### src/rtl/rx_status_ctrl.sv
module rx_status_ctrl #(
  parameter int DW = 8
) (
  input  logic          clk,
  input  logic          rst_n,
  input  logic          standby_i,
  input  logic          rx_en_i,
  input  logic          sync_mode_i,
  input  logic          rx_done_i,
  input  logic          rx_err_i,
  input  logic [DW-1:0] rx_byte_i,
  input  logic          cpu_sel_i,
  input  logic          cpu_wr_i,
  input  logic          cpu_addr_i,
  input  logic [DW-1:0] cpu_wdata_i,
  output logic [DW-1:0] cpu_rdata_o,
  input  logic          dma_rd_i,
  output logic [DW-1:0] dma_data_o,
  output logic          rxfull_o,
  output logic          overrun_o,
  output logic          halt_rx_o,
  output logic          halt_tx_o
);
  localparam int FULL_BIT = 0;
  localparam int OVR_BIT  = 1;

  logic [DW-1:0] data_q;
  logic full_q, ovr_q, arm_full_q, arm_ovr_q;
  logic full_d, ovr_d, arm_full_d, arm_ovr_d;
  logic [DW-1:0] status_w;
  logic unused_wdata;

  wire accept   = rx_done_i & rx_en_i & ~ovr_q;
  wire load     = accept & ~rx_err_i & ~full_q;
  wire ovr_set  = accept & full_q;
  wire st_rd    = cpu_sel_i & ~cpu_wr_i & cpu_addr_i;
  wire st_wr    = cpu_sel_i & cpu_wr_i & cpu_addr_i;
  wire full_wr0 = st_wr & ~cpu_wdata_i[FULL_BIT];
  wire ovr_wr0  = st_wr & ~cpu_wdata_i[OVR_BIT];
  wire full_clr = (full_wr0 & arm_full_q) | dma_rd_i;
  wire ovr_clr  = ovr_wr0 & arm_ovr_q;

  assign unused_wdata = ^cpu_wdata_i;

  assign full_d     = load | (full_q & ~full_clr);
  assign ovr_d      = ovr_set | (ovr_q & ~ovr_clr);
  assign arm_full_d = full_d & ~load &
                      ((arm_full_q & ~full_wr0) | (st_rd & full_q));
  assign arm_ovr_d  = ovr_d & ~ovr_set &
                      ((arm_ovr_q & ~ovr_wr0) | (st_rd & ovr_q));

  always_ff @(posedge clk or negedge rst_n) begin
    if (!rst_n) begin
      full_q     <= 1'b0;
      ovr_q      <= 1'b0;
      arm_full_q <= 1'b0;
      arm_ovr_q  <= 1'b0;
    end else if (standby_i) begin
      full_q     <= 1'b0;
      ovr_q      <= 1'b0;
      arm_full_q <= 1'b0;
      arm_ovr_q  <= 1'b0;
    end else begin
      full_q     <= full_d;
      ovr_q      <= ovr_d;
      arm_full_q <= arm_full_d;
      arm_ovr_q  <= arm_ovr_d;
    end
  end

  always_ff @(posedge clk or negedge rst_n) begin
    if (!rst_n)                 data_q <= '0;
    else if (load & ~standby_i) data_q <= rx_byte_i;
  end

  always_comb begin
    status_w           = '0;
    status_w[FULL_BIT] = full_q;
    status_w[OVR_BIT]  = ovr_q;
  end

  assign cpu_rdata_o = cpu_addr_i ? status_w : data_q;
  assign dma_data_o  = data_q;
  assign rxfull_o    = full_q;
  assign overrun_o   = ovr_q;
  assign halt_rx_o   = ovr_q;
  assign halt_tx_o   = ovr_q & sync_mode_i;
endmodule

### config.mk
export PLATFORM = sky130hd
export DESIGN_NAME = rx_status_ctrl
export DESIGN_NICKNAME = d
export VERILOG_FILES = /design/src/rtl/rx_status_ctrl.sv
export SDC_FILE = /design/constraint.sdc
export NUM_CORES = 1
export LEC_CHECK = 0
export ABC_AREA = 1
export BUFFER_PORTS_ARGS = -buffer_cell sky130_fd_sc_hd__buf_4
export CORE_MARGIN = 1.5
export CORE_UTILIZATION = 41
export DETAILED_ROUTE_END_ITERATION = 12
export PLACE_DENSITY = 0.9
export SYNTH_ARGS = -nofsm -noshare
export SYNTH_HDL_FRONTEND = slang
export SYNTH_SLANG_ARGS = --single-unit
### constraint.sdc
create_clock -name clk -period 1.6 [get_ports clk]
set_input_delay 0.32 -clock clk [delete_from_list [all_inputs] [get_ports clk]]
set_output_delay 0.32 -clock clk [all_outputs]
set_load 0.01 [all_outputs]
==> impl_results.md, run 1 <==
- Period minus WS final: 1.421 ns
- Worst skew pair latency: 0.27 ns
- Static Leakage: 0.5474 nW
- Synth Area in Compound Gates: 0.1285
- Hold/Removal Path Class: input pin to flop
- Synth top area share: 0.4743
- Pre-antenna DRT Iters: 4
- Synth warnings: 0
- Post-synth EDFFs: 0
- CP arrival: 1.10 ns
- Area of the multi-input gates: 249.0 sq um
- Initial Utilization: 0.4634
- # fillers: 120
- Main combinational cell family by area after synthesis: simple AND/OR/NAND/NOR gates
- Placed instance count: 132
- Post-DP HPWL: 1214 um
- Final Cycle Share: 0.8879
- I/O Buffers: 40
- Top post-synthesis cells by area: dfrtp_1, nand2_1, inv_1
- Vias per std cell: 4.832
- H-tree Lvls: 1
- TritonCTS clock tree: yes
- Drt wl/cell: 11.19 um
- Worst-margin pin slew: 0.2431 ns
- Number of global-route vias before repair: 627
- # DRC: 0
- Core area: 1366 sq um
- PostCTS Resize Cnt: 0
- Relative slew margins: 0.8362
- CTS clock-pin slew for the worst setup and hold paths: 0.08 ns
- Mux share of post-synthesis cell area: 0
- Initial antenna violation count: 0
- Hold Path Depth: 2
- # IOs: 47
- Final hold violations: 0
- Sink Count: 12
- Fraction of layout cells with a size suffix above 1: 0.3852
- WL final: 1533 um
- Global route overflow: 0
- Worst-case reg-to-reg path depth: 3
- Row cnt: 13
- Fin area: 974.7 sq um
- Syn_area_per_cell: 7.914 sq um
- Clock skew: 0.006724 ns
- PwrDens: 944.6 nW/um^2
- Reg area: 300.3 sq um
- Post-route ant nets: 0
- Synth Instances: 80
- Post-CTS setup buffers: 0
- Crit-path max FO: 5
- RSZ-0062 raised after global routing: false
- DRT iter0 DRCs: 10
- Status: completed
- Die area: 1789 sq um
- Commonest cells in the netlist: nand2_1, inv_1, dfrtp_1
- Finish-stage setup viols: 0
- Ys async rst share: 1.000
- Buffer depth of the longest clock path: 2
- Die Ht: 42.30 um
- Setup crit end kind: output port
- Overall power: 0.9206 mW
- Critical path type: flop to output port
- Clock buffers created by TritonCTS: 3
- Top-count cell post-synth: nand2_1
- Final Slew Violations: 0
- CP required: 1.28 ns
- Post-synthesis sequential area ratio: 0.4743
- Maximum clock rate: 703.9 MHz
- Setup TNS: 0 ns
- Xor/xnor share of the synthesized area: 0
- Post-Syn Area: 633.1 sq um
- NumNets Final: 150
- #FFs+latches synth: 12
- Layout Cells excl Fill: 137
- Overall routing resource usage: 0.1844
- Post-CTS Hold Buffers: 1
- Largest net degree at the start of global routing: 18
- Root Buffer: clkbuf_4
- Crit start category: flop
- Max-cap violations: 0
- GPL Wtd Cong: 0.8307
- Via count: 662
- Antenna diodes: 0
- Utilization after layout: 0.7134
- Layout area overhead: 53.95%
- Adder-cell share of the synthesized area: 0
- Die X-Extent: 42.30 um
- Syn nets: 107
- Dpl cell area: 928.4 sq um
- Yosys cell types: 18
- Largest area contributor in the netlist: dfrtp_1
- Ys flop type: dfrtp_1
- Max IR drop VDD: 660.0 uV
- Worst R2R Setup Slack: 0.46 ns
- Simple-Gate Fraction of Synth Area: 0.2648
- First-pass GRT wire length: 2546 um
-- path summary, 6_finish.rpt --
kind,start,to
max,rxfull_o,cpu_rdata_o[0]
min in group asynchronous,rst_n,dma_data_o[2]
min reg2reg,dma_data_o[0],dma_data_o[0]
max in group asynchronous,rst_n,dma_data_o[1]
max reg2reg,rxfull_o,dma_data_o[6]
min,standby_i,halt_rx_o
-- metrics by stage --
stage	setup slack, ns	hold slack (ns)
2_1_floorplan	0.4358	0.02441
3_3_place_gp	0.3998	0.1656
3_5_place_dp	0.4200	0.1676
4_1_cts	0.2052	0.2163
5_1_grt	0.1430	0.2314
6_report	0.1794	0.2267
-- worst max-delay path, stage by stage, from the launching register on --
cell	delay, ns
dfrtp_1	0.44
inv_1	0.08
o21ai_0	0.17
buf_4	0.15
-- logic make-up after synthesis --
kind of cell | Yosys count
simple gates | 36
buf+inv | 19
compound gates | 13
flops | 12
-- metal layers --
layer  share of wire  up-vias  track usage  wire [um]
li1                -      330            -          -
met1            0.42      299       0.2270        637
met2            0.51       33       0.3169        775
met3           0.078        0      0.04310        119
met4               0        0      0.05625          0
met5               0        -            0          0
-- sequential cells by signal, summed over array words and instances (netlist names) --
signal      flops
arm_ovr_q       1
arm_full_q      1
rxfull_o        1
halt_rx_o       1
dma_data_o      8
-- placed cells by master (no fill, tap or decap) --
cell type / Yosys / layout
a31oi_1: 1 / 1
nor2_2: 1 / 1
nor3_1: 2 / 2
dlygate4sd3_1: 0 / 1
nand2_1: 21 / 21
o21a_1: 6 / 6
nor2_1: 7 / 7
clkbuf_4: 0 / 3
nor2_4: 1 / 1
o21ai_1: 2 / 2
inv_1: 16 / 16
dfrtp_1: 12 / 12
nand3_4: 1 / 1
a21oi_1: 1 / 1
nand4_1: 2 / 2
buf_4: 1 / 40
nand3_1: 1 / 1
o21ai_0: 3 / 3
clkbuf_8: 0 / 1
-- layout make-up --
class	count	area share
clock buffers	4	0.03723
well taps	15	0.01926
flip-flops and latches	12	0.3081
multi-input cells	49	0.2555
inverters	16	0.06162
repair buffers	41	0.3184
-- power breakdown --
| part | switching (mW) | total [mW] | internal [mW] |
|---|---|---|---|
| sequential | 0.0275 | 0.375 | 0.348 |
| clock | 0.100 | 0.239 | 0.138 |
| combinational | 0.141 | 0.307 | 0.166 |
| total | 0.269 | 0.921 | 0.652 |
Note: power is estimated with default switching activity, not from simulation.
==> run 2: changes to the inputs <==
--- a/config.mk
+++ b/config.mk
@@ -5,10 +5,10 @@
 export SDC_FILE = /design/constraint.sdc
 export NUM_CORES = 1
 export LEC_CHECK = 0
-export ABC_AREA = 1
+export ABC_AREA = 0
 export BUFFER_PORTS_ARGS = -buffer_cell sky130_fd_sc_hd__buf_4
 export CORE_MARGIN = 1.5
-export CORE_UTILIZATION = 41
+export CORE_UTILIZATION = 40
 export DETAILED_ROUTE_END_ITERATION = 12
 export PLACE_DENSITY = 0.9
 export SYNTH_ARGS = -nofsm -noshare
==> impl_results.md, run 2 <==
- TritonCTS clock tree: yes
- Simple-Gate Fraction of Synth Area: 0.2278 (-0.03697)
- Post-synth EDFFs: 0 (unchanged)
- Initial Utilization: 0.4447 (-0.01872)
- Delay-heaviest family, CP: flip-flops
- Static Leakage: 0.4687 nW (-14%)
- PwrDens: 930.4 nW/um^2 (-1.5%)
- CP max stage delay: 0.45 ns (about the same)
- Max-cap violations: 0 (unchanged)
- Crit start category: flop
- Global route overflow: 0 (unchanged)
- Die Ht: 41.51 um (-1.9%)
- Largest area contributor in the netlist: dfrtp_1
- Top post-synthesis cells by area: dfrtp_1, mux2_2, nor2b_1
- Synth Instances: 49 (-39%)
- CP arrival: 1.14 ns (+0.04 ns)
- Largest net degree at the start of global routing: 13 (-5)
- CP required: 1.28 ns (about the same)
- Top-count cell post-synth: dfrtp_1
- Post-CTS setup buffers: 0 (unchanged)
- Crit-path max FO: 8 (+3)
- Relative slew margins: 0.8063 (-0.02993)
- Adder-cell share of the synthesized area: 0 (unchanged)
- Max FFs per register: 8 (unchanged)
- PostCTS Resize Cnt: 0 (unchanged)
- Initial antenna violation count: 0 (unchanged)
- #FFs+latches synth: 12 (unchanged)
- Post-synthesis sequential area ratio: 0.5063 (+0.03202)
- Most frequent cells in the layout: buf_4, dfrtp_1, mux2_2
- Setup crit end kind: output port
- Clock skew: 0.002242 ns (-0.004482 ns)
- Post-CTS Hold Buffers: 1 (unchanged)
- WP buf/inv: 1 (-1)
- Core area: 1334 sq um (-2.4%)
- Synth top area share: 0.5063 (+0.03202)
- Row cnt: 13 (unchanged)
- Drt wl/cell: 13.40 um (+20%)
- # DRC: 0 (unchanged)
- Layout Cells excl Fill: 106 (-23%)
- I/O Buffers: 40 (unchanged)
- CP max stage cell: dfrtp_1
- Mux share of post-synthesis cell area: 0.1899 (+0.1899)
- Fraction of layout cells with a size suffix above 1: 0.6044 (+0.2191)
- NumNets Final: 120 (-20%)
- Overall routing resource usage: 0.1761 (-0.008328)
- Sink Count: 12 (unchanged)
- CTS clock-pin slew for the worst setup and hold paths: 0.07 ns (about the same)
- Final Slew Violations: 0 (unchanged)
- Post-Syn Area: 593.1 sq um (-6.3%)
- Yosys cell types: 18 (unchanged)
- Status: completed
- Final hold violations: 0 (unchanged)
- Commonest cells in the netlist: dfrtp_1, mux2_2, nor2b_1
- Syn_area_per_cell: 12.10 sq um (+53%)
- Layout area overhead: 56.75%
- Worst R2R Setup Slack: 0.30 ns (-0.16 ns)
- Clock buffers created by TritonCTS: 3 (unchanged)
- Main combinational cell family by area after synthesis: simple AND/OR/NAND/NOR gates
- Final Cycle Share: 0.9095 (+0.02165)
- First-pass GRT wire length: 2263 um (-11%)
- Commonest non-fill, non-tap cell in the layout: buf_4
- WL final: 1420 um (-7.4%)
- Period minus WS final: 1.455 ns (+0.03463 ns)
- Antenna diodes: 0 (unchanged)
- Die area: 1723 sq um (-3.7%)
- Die X-Extent: 41.51 um (-1.9%)
- Ys flop type: dfrtp_1
- Via count: 547 (-17%)
- Post-route ant nets: 0 (unchanged)
- Buffer depth of the longest clock path: 2 (unchanged)
- GPL Wtd Cong: 0.7727 (-7.0%)
- Max IR drop VDD: 597.0 uV (-9.5%)
- Finish-stage setup viols: 0 (unchanged)
- Ys async rst share: 1.000 (unchanged)
- H-tree Lvls: 1 (unchanged)
- Xor/xnor share of the synthesized area: 0 (unchanged)
- Placed instance count: 102 (-23%)
- Number of global-route vias before repair: 511 (-19%)
- Crit path cell chain: mux2_2 > buf_4
- Critical path type: flop to output port
- # IOs: 47 (unchanged)
- Maximum clock rate: 687.2 MHz (-2.4%)
- DRT iter0 DRCs: 4 (-6)
- Syn nets: 76 (-29%)
- Post-DP HPWL: 1186 um (-2.3%)
- Hold/Removal Path Class: input pin to flop
- Worst skew pair latency: 0.26 ns (about the same)
- Setup TNS: 0 ns (unchanged)
- Synth Area in Compound Gates: 0.04430 (-0.08415)
- Root Buffer: clkbuf_4
- Vias per std cell: 5.160 (+6.8%)
- RSZ-0062 raised after global routing: false
- Synth warnings: 0 (unchanged)
- Worst-margin pin slew: 0.2869 ns (+0.04383 ns)
- Pre-antenna DRT Iters: 4 (unchanged)
## run 2: cell types whose count changed in the layout (fill, tap and decap cells not counted), moves of 3 or more
cell / change
inv_1: -15
mux2_2: +10
nand2_1: -19
nor2_1: -3
nor2b_1: +6
o21a_1: -6
o21ai_0: -3
## run 2: worst paths after layout
| path | from | endpoint | cells past startpoint |
|---|---|---|---|
| max | halt_rx_o | cpu_rdata_o[1] | 2 |
| min | standby_i | arm_ovr_q | 2 |
| max reg2reg | halt_rx_o | dma_data_o[5] | 3 |
| min reg2reg | dma_data_o[3] | dma_data_o[3] | 1 |
| max in group asynchronous | rst_n | dma_data_o[6] | 2 |
| min in group asynchronous | rst_n | halt_rx_o | 2 |
## run 2: logic make-up after synthesis
group	after synthesis
AO/OA/AOI/OAI	3
buffers and inverters	3
flip-flops	12
multiplexers	10
AND/OR/NAND/NOR	21
## run 2: area by class of cell
class | count | area, sq um
Fill cell | 108 | 404.1
Timing Repair Buffer | 41 | 310.3
Sequential cell | 12 | 300.3
Multi-Input combinational cell | 34 | 274.0
Clock buffer | 3 | 22.52
Tap cell | 15 | 18.77
Inverter | 1 | 3.754
## run 2: stage by stage
step	area, sq um	utilization	power (mW)	setup WS, ns	hold WS, ns
2_1_floorplan	593.1	-	0.5155	0.3653	0.02441
3_3_place_gp	897.1	0.6726	0.6892	0.3177	0.1647
3_5_place_dp	897.1	0.6726	0.7019	0.2892	0.1700
4_1_cts	929.6	0.6970	0.8833	0.1344	0.2352
5_1_grt	929.6	0.6970	0.9181	0.07788	0.2375
6_report	929.6	0.6970	0.8650	0.1448	0.2460
## run 2: metal layers
layer / share of wire / GRT usage / up-vias
met3: 0.077 / 0.05217 / 2
met4: 0.014 / 0.1161 / 0
li1: - / - / 258
met2: 0.55 / 0.2906 / 24
met5: 0 / 0 / -
met1: 0.36 / 0.1939 / 263
## run 2: power by group
| part | leakage, nW | switching (mW) | internal (mW) |
|---|---|---|---|
| combinational | 0.303 | 0.116 | 0.187 |
| clock | 0.0138 | 0.0872 | 0.0868 |
| sequential | 0.152 | 0.0344 | 0.354 |
| total | 0.469 | 0.237 | 0.628 |
==> run 3: changes to the inputs <==
--- a/config.mk
+++ b/config.mk
@@ -10,6 +10,7 @@
 export CORE_MARGIN = 1.5
 export CORE_UTILIZATION = 40
 export DETAILED_ROUTE_END_ITERATION = 12
+export MAX_ROUTING_LAYER = met4
 export PLACE_DENSITY = 0.9
 export SYNTH_ARGS = -nofsm -noshare
 export SYNTH_HDL_FRONTEND = slang
==> impl_results.md, run 3 (same netlist as run 2, synthesis figures left out) <==
- Status: completed
- TritonCTS clock tree: yes
- Max IR drop VDD: 597.0 uV (about the same)
- DRT iter0 DRCs: 4 (unchanged)
- Via count: 547 (unchanged)
- Highest metal used: met4
- Antenna diodes: 0 (unchanged)
- Number of global-route vias before repair: 512 (+0.20%)
- RR Endpoint: dma_data_o[5]
- M1 wire length: 512 um (+0.79%)
- GPL Wtd Cong: 0.7832 (+1.4%)
- Die area: 1723 sq um (unchanged)
- CTS clock-pin slew for the worst setup and hold paths: 0.07 ns (about the same)
- Fin area: 929.6 sq um (unchanged)
- Hold/Removal Path Class: input pin to flop
- Max FFs per register: 8 (unchanged)
- Layout area overhead: 56.75% (unchanged)
- Worst skew pair latency: 0.26 ns (about the same)
- PwrDens: 930.5 nW/um^2 (about the same)
- Overall power: 0.8651 mW (about the same)
- NumNets Final: 120 (unchanged)
- Fraction of layout cells with a size suffix above 1: 0.6044 (unchanged)
- # fillers: 108 (unchanged)
- H-tree Lvls: 1 (unchanged)
- Root Buffer: clkbuf_4
- Setup TNS: 0 ns (unchanged)
- Die X-Extent: 41.51 um (unchanged)
- Clock skew: 0.002242 ns (+0.00000003000 ns)
- Hold EP: arm_ovr_q
- I/O Buffers: 40 (unchanged)
- CP required: 1.28 ns (about the same)
- # IOs: 47 (unchanged)
- Met2 WL: 785 um (+0.51%)
- Most frequent cells in the layout: buf_4, dfrtp_1, mux2_2
- Clock buffers created by TritonCTS: 3 (unchanged)
- Largest net degree at the start of global routing: 13 (unchanged)
- CP arrival: 1.14 ns (about the same)
- Setup crit end kind: output port
- Dpl cell area: 897.1 sq um (unchanged)
- Post-route ant nets: 0 (unchanged)
- Worst R2R Setup Slack: 0.30 ns (about the same)
- Buffer depth of the longest clock path: 2 (unchanged)
- Final hold violations: 0 (unchanged)
- Crit-path max FO: 8 (unchanged)
- Worst-margin pin slew: 0.2869 ns (unchanged)
- Worst-case reg-to-reg path depth: 3 (unchanged)
- Pre-antenna DRT Iters: 4 (unchanged)
- Die Ht: 41.51 um (unchanged)
- Sink Count: 12 (unchanged)
- Static Leakage: 0.4687 nW (unchanged)
- Crit start category: flop
- RSZ-0062 raised after global routing: false
- Global route overflow: 0 (unchanged)
- Row cnt: 13 (unchanged)
- WP buf/inv: 1 (unchanged)
- Post-DP HPWL: 1186 um (unchanged)
- Crit path cell chain: mux2_2 > buf_4
- Delay-heaviest family, CP: flip-flops
- WL final: 1425 um (+0.35%)
- Max-cap violations: 0 (unchanged)
- Commonest non-fill, non-tap cell in the layout: buf_4
- Vias per std cell: 5.160 (unchanged)
- Finish-stage setup viols: 0 (unchanged)
- Initial Utilization: 0.4447 (unchanged)
- Core area: 1334 sq um (unchanged)
- First-pass GRT wire length: 2256 um (-0.31%)
- Critical path type: flop to output port
- CP max stage cell: dfrtp_1
- Critical R2R Launch: halt_rx_o
- Overall routing resource usage: 0.1811 (+0.004956)
- Final Cycle Share: 0.9096 (about the same)
- CP max stage delay: 0.45 ns (about the same)
- Final Slew Violations: 0 (unchanged)
- Maximum clock rate: 687.1 MHz (about the same)
- Drt wl/cell: 13.44 um (+0.35%)
- Initial antenna violation count: 0 (unchanged)
- Period minus WS final: 1.455 ns (+0.0001520 ns)
- Critical hold path startpoint: standby_i
- Relative slew margins: 0.8063 (unchanged)
- Met3 WL post-DR: 111 um (+1.8%)
- # DRC: 0 (unchanged)
- Hold Path Depth: 2 (unchanged)
run 3: cell counts in the layout (fill, tap and decap cells not counted):
Identical to the previous run, type by type.
run 3: worst reg2reg max path: cells and delay by family, from the launching register on:
family           cells  cell delay, ns
DFF                  1            0.45
muxes                1            0.32
and+or+nand+nor      2            0.42
run 3: final cells by class:
| class | count | area, sq um | share of cell area |
|---|---|---|---|
| clock buffer | 3 | 22.52 | 0.02423 |
| inverter | 1 | 3.754 | 0.004038 |
| multi-input combinational | 34 | 274.0 | 0.2948 |
| sequential | 12 | 300.3 | 0.3230 |
| tap | 15 | 18.77 | 0.02019 |
| timing repair buffer | 41 | 310.3 | 0.3338 |
run 3: stage by stage:
stage	hold WS, ns	cells	util	setup WS [ns]
3_3_place_gp	0.1647	102	0.6726	0.3177
5_1_grt	0.2375	106	0.6970	0.07788
3_5_place_dp	0.1700	102	0.6726	0.2892
2_1_floorplan	0.02441	49	-	0.3653
6_report	0.2461	106	0.6970	0.1446
4_1_cts	0.2352	106	0.6970	0.1344
run 3: timing repair:
| item | in CTS | in global routing |
|---|---|---|
| hold buffers | 1 | 0 |
| gates resized for setup | 0 | 0 |
| setup buffers | 0 | 0 |
| hold endpoints to repair | 12 | 0 |
run 3: routing by layer:
| metal | track usage | vias to the layer above |
|---|---|---|
| met4 | 0.1161 | 0 |
| li1 | - | 258 |
| met3 | 0.05217 | 2 |
| met2 | 0.2906 | 24 |
| met1 | 0.1939 | 263 |
| met5 | - | - |
run 3: report_power, final:
part / internal, mW / total, mW / switching, mW
registers: 0.354 / 0.388 / 0.0344
clock network: 0.0868 / 0.174 / 0.0872
logic: 0.187 / 0.303 / 0.116
total: 0.628 / 0.865 / 0.237
run 3: worst max-delay path by stage:
stage / from / to / slack, ns / cells after the start
global route: halt_rx_o / cpu_rdata_o[1] / 0.08 / 2
global placement: halt_rx_o / dma_data_o[5] / 0.32 / 3
floorplan: halt_rx_o / dma_data_o[0] / 0.37 / 3
CTS: halt_rx_o / cpu_rdata_o[1] / 0.13 / 2
detailed placement: halt_rx_o / dma_data_o[2] / 0.29 / 3
finish: halt_rx_o / cpu_rdata_o[1] / 0.14 / 2
